## src/rtl/sweep_pkg.sv

```systemverilog
package sweep_pkg;
  typedef enum logic {
    DWELL_CLK = 1'b0,
    DWELL_CYC = 1'b1
  } dwell_mode_e;
endpackage

```

## src/rtl/phase_acc.sv

```systemverilog
module phase_acc #(
  parameter int FW = 24
) (
  input  logic          clk,
  input  logic          rst,
  input  logic [FW-1:0] tw,
  output logic [FW-1:0] phase_q,
  output logic          wrap_q
);
  logic [FW:0] sum;
  assign sum = {1'b0, phase_q} + {1'b0, tw};

  always_ff @(posedge clk) begin
    if (rst) begin
      phase_q <= '0;
      wrap_q  <= 1'b0;
    end else begin
      phase_q <= sum[FW-1:0];
      wrap_q  <= sum[FW];
    end
  end

  // a carry flag means the phase value went down
  p_wrap_drop_r5: assert property (@(posedge clk) disable iff (rst)
    wrap_q && !$past(rst) |-> phase_q < $past(phase_q));
endmodule

```

## src/rtl/dwell_timer.sv

```systemverilog
module dwell_timer #(
  parameter int DW = 11
) (
  input  logic          clk,
  input  logic          rst,
  input  logic          en,
  input  logic          load,
  input  logic [DW-1:0] reload,
  input  logic          tick,
  output logic          expire
);
  logic [DW-1:0] left_q;

  assign expire = en && tick && (left_q == DW'(1));

  always_ff @(posedge clk) begin
    if (rst)
      left_q <= '0;
    else if (load)
      left_q <= reload;
    else if (en && tick)
      left_q <= left_q - DW'(1);
  end

  // a running dwell never sits at zero
  p_left_nonzero_r6: assert property (@(posedge clk) disable iff (rst)
    en |-> left_q != '0);
endmodule

```

## src/rtl/sweep_ctrl.sv

```systemverilog
module sweep_ctrl
  import sweep_pkg::*;
#(
  parameter int FW = 24,
  parameter int SW = 23,
  parameter int NW = 12,
  parameter int DW = 11
) (
  input  logic          clk,
  input  logic          rst,
  input  logic          start,
  input  logic [FW-1:0] start_word,
  input  logic [SW-1:0] step_mag,
  input  logic          step_neg,
  input  logic [NW-1:0] incr_count,
  input  logic [DW-1:0] dwell_count,
  input  logic          dwell_by_cycles,
  input  logic          wrap,
  output logic [FW-1:0] tw_q,
  output logic          busy_q,
  output logic          done_q
);
  localparam int EXT = FW - SW;

  logic [FW-1:0] delta_q;
  logic [NW-1:0] last_q, steps_q;
  logic [DW-1:0] dwell_q, dwell_eff;
  dwell_mode_e   mode_q;
  logic          tick, expire, last, load;

  assign dwell_eff = (dwell_count < DW'(2)) ? DW'(2) : dwell_count;
  assign tick      = (mode_q == DWELL_CYC) ? wrap : 1'b1;
  assign last      = (steps_q == last_q);
  assign load      = start || (expire && !last);

  dwell_timer #(.DW(DW)) u_dwell (
    .clk(clk), .rst(rst), .en(busy_q), .load(load),
    .reload(start ? dwell_eff : dwell_q), .tick(tick), .expire(expire)
  );

  always_ff @(posedge clk) begin
    if (rst) begin
      tw_q    <= '0;
      delta_q <= '0;
      last_q  <= '0;
      steps_q <= '0;
      dwell_q <= '0;
      mode_q  <= DWELL_CLK;
      busy_q  <= 1'b0;
      done_q  <= 1'b0;
    end else begin
      done_q <= 1'b0;
      if (start) begin
        tw_q    <= start_word;
        delta_q <= step_neg ? -{{EXT{1'b0}}, step_mag} : {{EXT{1'b0}}, step_mag};
        last_q  <= (incr_count < NW'(2)) ? NW'(2) : incr_count;
        dwell_q <= dwell_eff;
        mode_q  <= dwell_by_cycles ? DWELL_CYC : DWELL_CLK;
        steps_q <= '0;
        busy_q  <= 1'b1;
      end else if (expire) begin
        if (last) begin
          busy_q <= 1'b0;
          done_q <= 1'b1;
        end else begin
          tw_q    <= tw_q + delta_q;
          steps_q <= steps_q + NW'(1);
        end
      end
    end
  end

  p_done_ends_busy_r7: assert property (@(posedge clk) disable iff (rst)
    done_q |-> !busy_q && $past(busy_q));
  p_done_single_r7: assert property (@(posedge clk) disable iff (rst)
    done_q |=> !done_q);
  p_hold_idle_r7: assert property (@(posedge clk) disable iff (rst)
    !busy_q && !start |=> $stable(tw_q));
  p_start_wins_r8: assert property (@(posedge clk) disable iff (rst)
    start |=> busy_q && !done_q);
  p_step_count_r3: assert property (@(posedge clk) disable iff (rst)
    busy_q |-> steps_q <= last_q);
endmodule

```

## src/rtl/sweep_seq.sv

```systemverilog
module sweep_seq #(
  parameter int FW = 24,
  parameter int SW = 23,
  parameter int NW = 12,
  parameter int DW = 11
) (
  input  logic          clk,
  input  logic          rst,
  input  logic          start,
  input  logic [FW-1:0] start_word,
  input  logic [SW-1:0] step_mag,
  input  logic          step_neg,
  input  logic [NW-1:0] incr_count,
  input  logic [DW-1:0] dwell_count,
  input  logic          dwell_by_cycles,
  output logic [FW-1:0] tuning_word,
  output logic [FW-1:0] phase,
  output logic          busy,
  output logic          done
);
  logic wrap;

  sweep_ctrl #(.FW(FW), .SW(SW), .NW(NW), .DW(DW)) u_ctrl (
    .clk(clk), .rst(rst), .start(start), .start_word(start_word),
    .step_mag(step_mag), .step_neg(step_neg), .incr_count(incr_count),
    .dwell_count(dwell_count), .dwell_by_cycles(dwell_by_cycles),
    .wrap(wrap), .tw_q(tuning_word), .busy_q(busy), .done_q(done)
  );

  phase_acc #(.FW(FW)) u_acc (
    .clk(clk), .rst(rst), .tw(tuning_word), .phase_q(phase), .wrap_q(wrap)
  );
endmodule

```

## config.mk

```make
export PLATFORM = sky130hd
export DESIGN_NAME = sweep_seq
export DESIGN_NICKNAME = d
export VERILOG_FILES = /design/src/rtl/sweep_pkg.sv /design/src/rtl/phase_acc.sv /design/src/rtl/dwell_timer.sv /design/src/rtl/sweep_ctrl.sv /design/src/rtl/sweep_seq.sv
export SDC_FILE = /design/constraint.sdc
export NUM_CORES = 1
export LEC_CHECK = 0
export BUFFER_PORTS_ARGS = -buffer_cell sky130_fd_sc_hd__buf_2
export CAP_MARGIN = 20
export CORE_AREA = 2 2 148 150
export DETAILED_ROUTE_END_ITERATION = 7
export DIE_AREA = 0 0 150 152
export PLACE_DENSITY = 0.52
export SYNTH_ARGS = -nofsm -noshare
export SYNTH_HDL_FRONTEND = slang
export SYNTH_SLANG_ARGS = --single-unit
```

## constraint.sdc

```tcl
create_clock -name clk -period 4.35 [get_ports clk]
set_clock_uncertainty 0.1 [all_clocks]
set_input_delay 1.0875 -clock clk [delete_from_list [all_inputs] [get_ports clk]]
set_output_delay 1.0875 -clock clk [all_outputs]
set_load 0.05 [all_outputs]
```

==> summary.md, run 1 <==
| Metric | Value |
|---|---|
| Status | finished, final reports clean |
| Final hold violations | 0 |
| Power per cell area | 397 nW/um^2 |
| Post-synth net total | 1048 |
| Period utilization | 67.6% |
| WP data arrival | 3.17 ns |
| Commonest cells after routing, fill and taps aside | buf_2 (123), dfxtp_1 (122), nand2_1 (98) |
| Hpwl dp | 15800 microns |
| Syn Area/Cell | 8.21 sq um |
| CP peak stage delay | 0.40 ns |
| Vias per cell | 5.15 |
| Net switching power | 1.24 mW |
| Worst Hold End | u_ctrl.dwell_q[6]$_SDFF_PP0_ |
| Switching Share | 34.6% |
| Worst reg2reg setup slack | 1.41 ns |
| Die Wd | 150 microns |
| Static Leakage | 3.93 nW |
| Clk slew on worst S/H paths | 0.06 ns |
| Max-Cap Viols | 0 |
| Slew Limit Headroom | 40.2% |
| DR pass1 iterations | 4 |
| Placed Cells | 1288 |
| Post-route ant nets | 0 |
| Vias in the first global route | 6282 |
| Hold_buf cts | 0 |
| Post-Syn Area | 7550 sq um |
| Num ports | 125 |
| Setup WS pre-CTS | 1.05 ns |
| Critical R2R Capture | u_acc.wrap_q$_SDFF_PP0_ |
| Logic pwr share | 24.7% |
| Worst slew pin tran | 0.897 ns |
| IO buf count | 124 |
| Post-route cell area | 8980 sq um |
| CTS tree | yes |
| Hold slack | 0.367 ns |
| Worst Hold Launch | u_ctrl.dwell_q[6]$_SDFF_PP0_ |
| WS Path Type | reg2reg |
| Total track usage | 18.2% |
| Slew Limit Fails | 0 |
| Nets | 1155 |
| Post-cts resize count | 0 |
| Final WL | 20600 microns |
| Syn-to-layout area delta | 18.9% |
| #FFs+latches synth | 122 |
| Share of layout cells above drive strength 1 | 17.8% |
| Most common cell after layout, fill and taps aside | buf_2 |
| Post-CTS Setup Bufs | 0 |
| Warnings from Yosys | 0 |
| DRC Markers | 0 |
| Mapped Cells | 920 |
| RSZ-0062 raised after global routing | no |
| TritonCTS Sinks | 122 |
| Row count | 54 |
| Worst path slowest cell | o31a_1 |
| Seq pwr share | 36.0% |
| Worst Reg-to-Reg Cells | 9 |
| GRT overflow | 0 |
| Internal Power | 2.33 mW |
| Crit path setup slack, layout | 1.41 ns |
| Critical R2R Launch | u_ctrl.tw_q[0]$_SDFFE_PP0P_ |
| Initial drt markers | 301 |
| Core ar. | 21400 sq um |
| Crit Path Max Fanout | 4 |
| H-tree depth | 4 |
| Primary FF master, synth | dfxtp_1 |
| DIE HEIGHT | 152 microns |
| Clk_lat worst skew | 0.43 ns |
| Worst setup SP type | flop |
| Max Freq | 340 MHz |
| Initial cell density of the core | 35.4% |
| Initial antenna violation count | 2 |
| Cells along the critical path | ha_1 -> fa_1 -> a21oi_1 -> o21ai_0 -> o22ai_1 -> o31a_1 -> or2_2 -> a31o_2 -> o32ai_1 |
| Full die area | 22800 sq um |
| Final setup fails | 0 |
| Largest net degree at the start of global routing | 52 |
| Finished Layout Cells | 1321 |
| Worst endpoint required time | 4.58 ns |
| Num CTS Buffers | 17 |
| Global-route wire length before repair | 33100 microns |
| Clock root cell | clkbuf_16 |
| Total negative slack | 0 ns |
| DR WL/cell | 15.6 microns |
| Clock Power Share | 39.4% |
| EDFF count, synth | 0 |
| Post-route minimum period | 2.94 ns |
| Async S/R FF share, synth | 0% |
| Post-synthesis sequential area ratio | 32.3% |
| Clk buf depth | 2 |
| Setup crit end kind | flop |
| Unique masters post-synth | 69 |
| DP Area | 8400 sq um |
| Hold Crit Class | reg2reg |
| WHS Path Cells | 2 |
| Vias | 6799 |
| Placer Congestion | 0.829 |
| Worst VDD drop | 0.266 mV |
-- cell type report --
class / count / area (sq um)
timing repair buffer: 131 / 676
fill: 2238 / 12400
multi-input combinational: 725 / 4820
clock inverter: 15 / 153
clock buffer: 17 / 425
tap: 280 / 350
sequential: 122 / 2440
antenna: 1 / 2.50
inverter: 30 / 113
-- registers in the layout, indices dropped and copies added, names as in the netlist, 11 cells and up --
| register | count |
|---|---|
| u_acc.phase_q | 24 |
| u_ctrl.delta_q | 24 |
| u_ctrl.tw_q | 24 |
| u_ctrl.last_q | 12 |
| u_ctrl.steps_q | 12 |
| u_ctrl.dwell_q | 11 |
| u_ctrl.u_dwell.left_q | 11 |
-- worst max-delay path: cells and delay by family (launching register included) --
kind	cells	cell delay, ns
AOI/OAI and AO/OA	6	1.59
adders and majority gates	2	0.47
and+or+nand+nor	1	0.31
DFF	1	0.37
-- power by group through the flow --
stage,logic [mW],registers (mW),clock network (mW)
4_1_cts,0.886,1.28,1.44
5_1_grt,0.970,1.29,1.50
3_5_place_dp,0.884,1.31,0
3_3_place_gp,0.881,1.31,0
2_1_floorplan,0.499,1.47,0
6_report,0.880,1.28,1.40
-- cells in the mapped netlist (11+ instances only) --
| library cell | n | area, sq um |
|---|---|---|
| o21bai_1 | 13 | 97.6 |
| nor2b_1 | 11 | 68.8 |
| o31ai_1 | 11 | 82.6 |
| and2_1 | 12 | 75.1 |
| a21oi_1 | 68 | 340 |
| o21ai_0 | 39 | 195 |
| ha_1 | 51 | 638 |
| dfxtp_1 | 122 | 2440 |
| a31oi_1 | 16 | 100 |
| a21o_1 | 16 | 120 |
| xor2_1 | 33 | 289 |
| nor2_1 | 91 | 342 |
| nand2_1 | 98 | 368 |
| a211oi_1 | 25 | 188 |
| xnor2_1 | 50 | 438 |
| inv_1 | 29 | 109 |
| nand3_1 | 14 | 70.1 |
| mux2i_1 | 17 | 170 |
| clkbuf_1 | 32 | 120 |
| nand4_1 | 14 | 87.6 |
| nor3_1 | 14 | 70.1 |
-- worst max path at each step --
stage / from / endpoint / slack (ns)
after floorplan: step_mag[10] / u_ctrl.delta_q[22]$_SDFFE_PP0P_ / 1.39
after global placement: step_mag[2] / u_ctrl.delta_q[22]$_SDFFE_PP0P_ / 1.03
after detailed placement: step_mag[2] / u_ctrl.delta_q[22]$_SDFFE_PP0P_ / 1.05
after CTS: u_ctrl.tw_q[1]$_SDFFE_PP0P_ / u_acc.phase_q[23]$_SDFF_PP0_ / 1.39
after global routing: u_ctrl.tw_q[0]$_SDFFE_PP0P_ / u_acc.wrap_q$_SDFF_PP0_ / 1.20
final: u_ctrl.tw_q[0]$_SDFFE_PP0P_ / u_acc.wrap_q$_SDFF_PP0_ / 1.41
-- metal layers --
layer	track usage, %	wire (microns)	vias up
li1	-	-	3544
met1	26.0	10400	3121
met2	27.7	8960	116
met3	4.11	1110	18
met4	4.72	203	0
met5	0	0	-
-- stage by stage --
stage / power [mW] / utilization, %
final: 3.57 / 42.1
after global routing: 3.76 / 42.0
after CTS: 3.61 / 42.0
after detailed placement: 2.19 / 39.3
after global placement: 2.19 / 39.3
after floorplan: 1.97 / -
-- cell families (layout without fill, tap and decap cells) --
kind of cell	after synthesis	after routing	synth area share [%]
compound gates	259	259	22.7
flops	122	122	32.3
xor+xnor	83	83	9.62
other cells	0	1	0
mux	20	20	2.70
buf+inv	73	193	3.89
simple gates	310	310	19.8
fa+ha+maj	53	53	8.98
Note: power is estimated with default switching activity, not from simulation.
==> run 2: changes to the inputs <==
--- a/config.mk
+++ b/config.mk
@@ -5,12 +5,13 @@
 export SDC_FILE = /design/constraint.sdc
 export NUM_CORES = 1
 export LEC_CHECK = 0
+export ABC_AREA = 1
 export BUFFER_PORTS_ARGS = -buffer_cell sky130_fd_sc_hd__buf_2
 export CAP_MARGIN = 20
-export CORE_AREA = 2 2 148 150
+export CORE_AREA = 2 2 159 161
 export DETAILED_ROUTE_END_ITERATION = 7
-export DIE_AREA = 0 0 150 152
-export PLACE_DENSITY = 0.52
+export DIE_AREA = 0 0 161 163
+export PLACE_DENSITY = 0.51
 export SYNTH_ARGS = -nofsm -noshare
 export SYNTH_HDL_FRONTEND = slang
 export SYNTH_SLANG_ARGS = --single-unit
==> constraint.sdc (replaced) <==
create_clock -name clk -period 3 [get_ports clk]
set_clock_uncertainty 0.1 [all_clocks]
set_input_delay 0.75 -clock clk [delete_from_list [all_inputs] [get_ports clk]]
set_output_delay 0.75 -clock clk [all_outputs]
set_load 0.05 [all_outputs]
==> summary.md, run 2 <==
| Metric | Value |
|---|---|
| Status | finished, final reports clean |
| Mapped Cells | 1451 (+58%) |
| Worst reg2reg setup slack | 0.58 ns (-0.83 ns) |
| Warnings from Yosys | 0 (unchanged) |
| Post-cts resize count | 0 (unchanged) |
| Clock Power Share | 41.0% (+1.6 points) |
| Core ar. | 24700 sq um (+16%) |
| Number of fill cells | 2764 (+24%) |
| Post-CTS Setup Bufs | 0 (unchanged) |
| Net switching power | 1.74 mW (+41%) |
| Fin util | 42.0% (-0.086 points) |
| Setup WS pre-CTS | 0.564 ns (-0.485 ns) |
| Synth top area cells | dfxtp_1 (28%), nand2_1 (20%), inv_1 (7.6%) |
| Post-Syn Area | 8760 sq um (+16%) |
| Crit Path Max Fanout | 6 (+2) |
| Syn Area/Cell | 6.04 sq um (-26%) |
| EDFF count, synth | 0 (unchanged) |
| Seq pwr share | 36.2% (+0.2 points) |
| H-tree depth | 4 (unchanged) |
| DR WL/cell | 15.4 microns (-1.5%) |
| Power per cell area | 498 nW/um^2 (+25%) |
| Share of layout cells above drive strength 1 | 12.5% (-5.3 points) |
| Unique masters post-synth | 45 (-35%) |
| Switching Share | 33.8% (-0.87 points) |
| Worst setup path start | u_ctrl.tw_q[0]$_SDFFE_PP0P_ |
| Worst VDD drop | 0.295 mV (+11%) |
| Critical R2R Launch | u_ctrl.tw_q[0]$_SDFFE_PP0P_ |
| Post-route ant nets | 0 (unchanged) |
| #FFs+latches synth | 122 (unchanged) |
| Static Leakage | 5.25 nW (+33%) |
| Cells along the critical path | ha_1 -> fa_1 -> nand3_1 -> nand2_1 -> inv_1 -> o21ai_0 -> nand3_1 -> nand3_1 -> nand2_1 -> nand2_1 -> nor2_1 |
| Global-route wire length before repair | 46700 microns (+41%) |
| Die Wd | 161 microns (+7.3%) |
| Period utilization | 80.7% (+13 points) |
| Post-route minimum period | 2.42 ns (-0.523 ns) |
| Nets | 1700 (+47%) |
| Row count | 58 (+7.4%) |
| Crit path setup slack, layout | 0.580 ns (-0.827 ns) |
| CP peak stage delay | 0.43 ns (+0.03 ns) |
| Syn-to-layout area delta | 18.2% |
| N_diodes | 0 (-1) |
| DIE HEIGHT | 163 microns (+7.2%) |
| DR pass1 iterations | 5 (+1) |
| Hold Crit Class | reg2reg |
| Num CTS Buffers | 17 (unchanged) |
| IO buf count | 124 (unchanged) |
| Clk buf depth | 2 (unchanged) |
| Vias per cell | 4.82 (-6.3%) |
| Max-Cap Viols | 0 (unchanged) |
| CTS tree | yes |
| Slew Limit Fails | 0 (unchanged) |
| Top cell type's share of synthesized area | 27.9% (-4.5 points) |
| Initial drt markers | 561 (+86%) |
| Final hold violations | 0 (unchanged) |
| WP data arrival | 2.64 ns (-0.53 ns) |
| Worst endpoint required time | 3.22 ns (-1.36 ns) |
| Setup crit end kind | flop |
| TritonCTS Sinks | 122 (unchanged) |
| Clk slew on worst S/H paths | 0.06 ns (about the same) |
| Num ports | 125 (unchanged) |
| Most area-hungry cell type in the Yosys netlist | dfxtp_1 |
| Vias in the first global route | 8567 (+36%) |
| RSZ-0062 raised after global routing | no |
| Hpwl dp | 23600 microns (+50%) |
| Regs by FF count | u_acc.phase_q (24), u_ctrl.delta_q (24), u_ctrl.tw_q (24) |
| Full die area | 26200 sq um (+15%) |
| GRT overflow | 0 (unchanged) |
| Worst slew pin tran | 0.602 ns (-0.295 ns) |
| Clk_lat worst skew | 0.43 ns (about the same) |
| Most common cell after layout, fill and taps aside | nand2_1 |
| Synth cell count leaders | nand2_1 (475), inv_1 (177), nor2_1 (167), dfxtp_1 (122), nand3_1 (105) |
| Primary FF master, synth | dfxtp_1 |
| Critical R2R Capture | u_acc.phase_q[22]$_SDFF_PP0_ |
| Post-synthesis sequential area ratio | 27.9% (-4.5 points) |
| Clock root cell | clkbuf_16 |
| Commonest cells after routing, fill and taps aside | nand2_1 (475), inv_1 (177), nor2_1 (165) |
| Sequential Area | 2440 sq um (unchanged) |
| Total negative slack | 0 ns (unchanged) |
| Hold_buf cts | 0 (unchanged) |
| Finished Layout Cells | 1915 (+45%) |
| WS Path Type | reg2reg |
| Internal Power | 3.42 mW (+47%) |
| Async S/R FF share, synth | 0% (unchanged) |
| Worst path slowest cell | dfxtp_1 |
| Max Freq | 413 MHz (+22%) |
| Worst Reg-to-Reg Cells | 11 (+2) |
| Placer Congestion | 0.901 (+8.7%) |
| Logic pwr share | 22.8% (-1.9 points) |
| CP endpoint | u_acc.phase_q[22]$_SDFF_PP0_ |
| Worst setup SP type | flop |
| Largest net degree at the start of global routing | 52 (unchanged) |
| Placed Cells | 1881 (+46%) |
| Initial cell density of the core | 35.5% (+0.12 points) |
| Total track usage | 22.8% (+4.6 points) |
| Initial antenna violation count | 0 (-2) |
| DRC Markers | 0 (unchanged) |
| Vias | 9234 (+36%) |
| Final setup fails | 0 (unchanged) |
| Final WL | 29400 microns (+43%) |
| Post-synth net total | 1579 (+51%) |
| Footprint of the multi-input gates | 5470 sq um (+14%) |
| Most frequent cell after synthesis | nand2_1 |
| Slew Limit Headroom | 59.9% (+20 points) |
[run 2: cell families after synthesis]
family,share of synthesized area [%]
compound gates,12.7
simple gates,39.0
xor+xnor,2.40
buf+inv,9.70
fa+ha+maj,7.74
mux,0.571
flops,27.9
[run 2: metrics by stage]
step	hold slack (ns)	cell area (sq um)	power (mW)
5_1_grt	0.382	10400	5.42
3_5_place_dp	0.354	9710	3.08
4_1_cts	0.364	10300	5.21
6_report	0.370	10400	5.16
2_1_floorplan	0.330	8760	2.71
3_3_place_gp	0.350	9710	3.07
[run 2: how the worst min path moves through the flow]
stage	depth (start not counted)	slack, ns	end	startpoint
final	2	0.37	u_ctrl.delta_q[21]$_SDFFE_PP0P_	u_ctrl.delta_q[21]$_SDFFE_PP0P_
after detailed placement	2	0.35	u_ctrl.delta_q[21]$_SDFFE_PP0P_	u_ctrl.delta_q[21]$_SDFFE_PP0P_
after floorplan	2	0.33	u_ctrl.delta_q[18]$_SDFFE_PP0P_	u_ctrl.delta_q[18]$_SDFFE_PP0P_
after global routing	2	0.38	u_ctrl.delta_q[21]$_SDFFE_PP0P_	u_ctrl.delta_q[21]$_SDFFE_PP0P_
after CTS	2	0.36	u_ctrl.delta_q[21]$_SDFFE_PP0P_	u_ctrl.delta_q[21]$_SDFFE_PP0P_
after global placement	2	0.35	u_ctrl.delta_q[21]$_SDFFE_PP0P_	u_ctrl.delta_q[21]$_SDFFE_PP0P_
[run 2: layer usage]
| metal | global-route usage (%) | vias up | wire length [microns] |
|---|---|---|---|
| met1 | 32.1 | 4065 | 14800 |
| met4 | 6.66 | 0 | 536 |
| li1 | - | 4912 | - |
| met5 | 0 | - | 0 |
| met2 | 36.7 | 231 | 12900 |
| met3 | 2.70 | 26 | 1240 |
[run 2: critical path: cells and delay by family, from the launching register on]
kind	cells	cell delay [ns]
buf+inv	1	0.05
simple gates	7	0.68
fa+ha+maj	2	0.63
compound gates	1	0.42
flops	1	0.43
[run 2: power groups by stage]
| stage | clock network (mW) | logic, mW | registers (mW) |
|---|---|---|---|
| floorplan | 0 | 0.658 | 2.05 |
| global placement | 0 | 1.16 | 1.91 |
| detailed placement | 0 | 1.17 | 1.91 |
| CTS | 2.16 | 1.17 | 1.87 |
| global route | 2.22 | 1.32 | 1.88 |
| finish | 2.12 | 1.18 | 1.87 |
[run 2: cell type report]
type / instances / area share (%)
multi-input combinational: 1110 / 52.9
sequential: 122 / 23.6
timing repair buffer: 134 / 6.98
inverter: 187 / 6.78
clock buffer: 23 / 4.71
tap: 330 / 3.99
clock inverter: 9 / 1.10
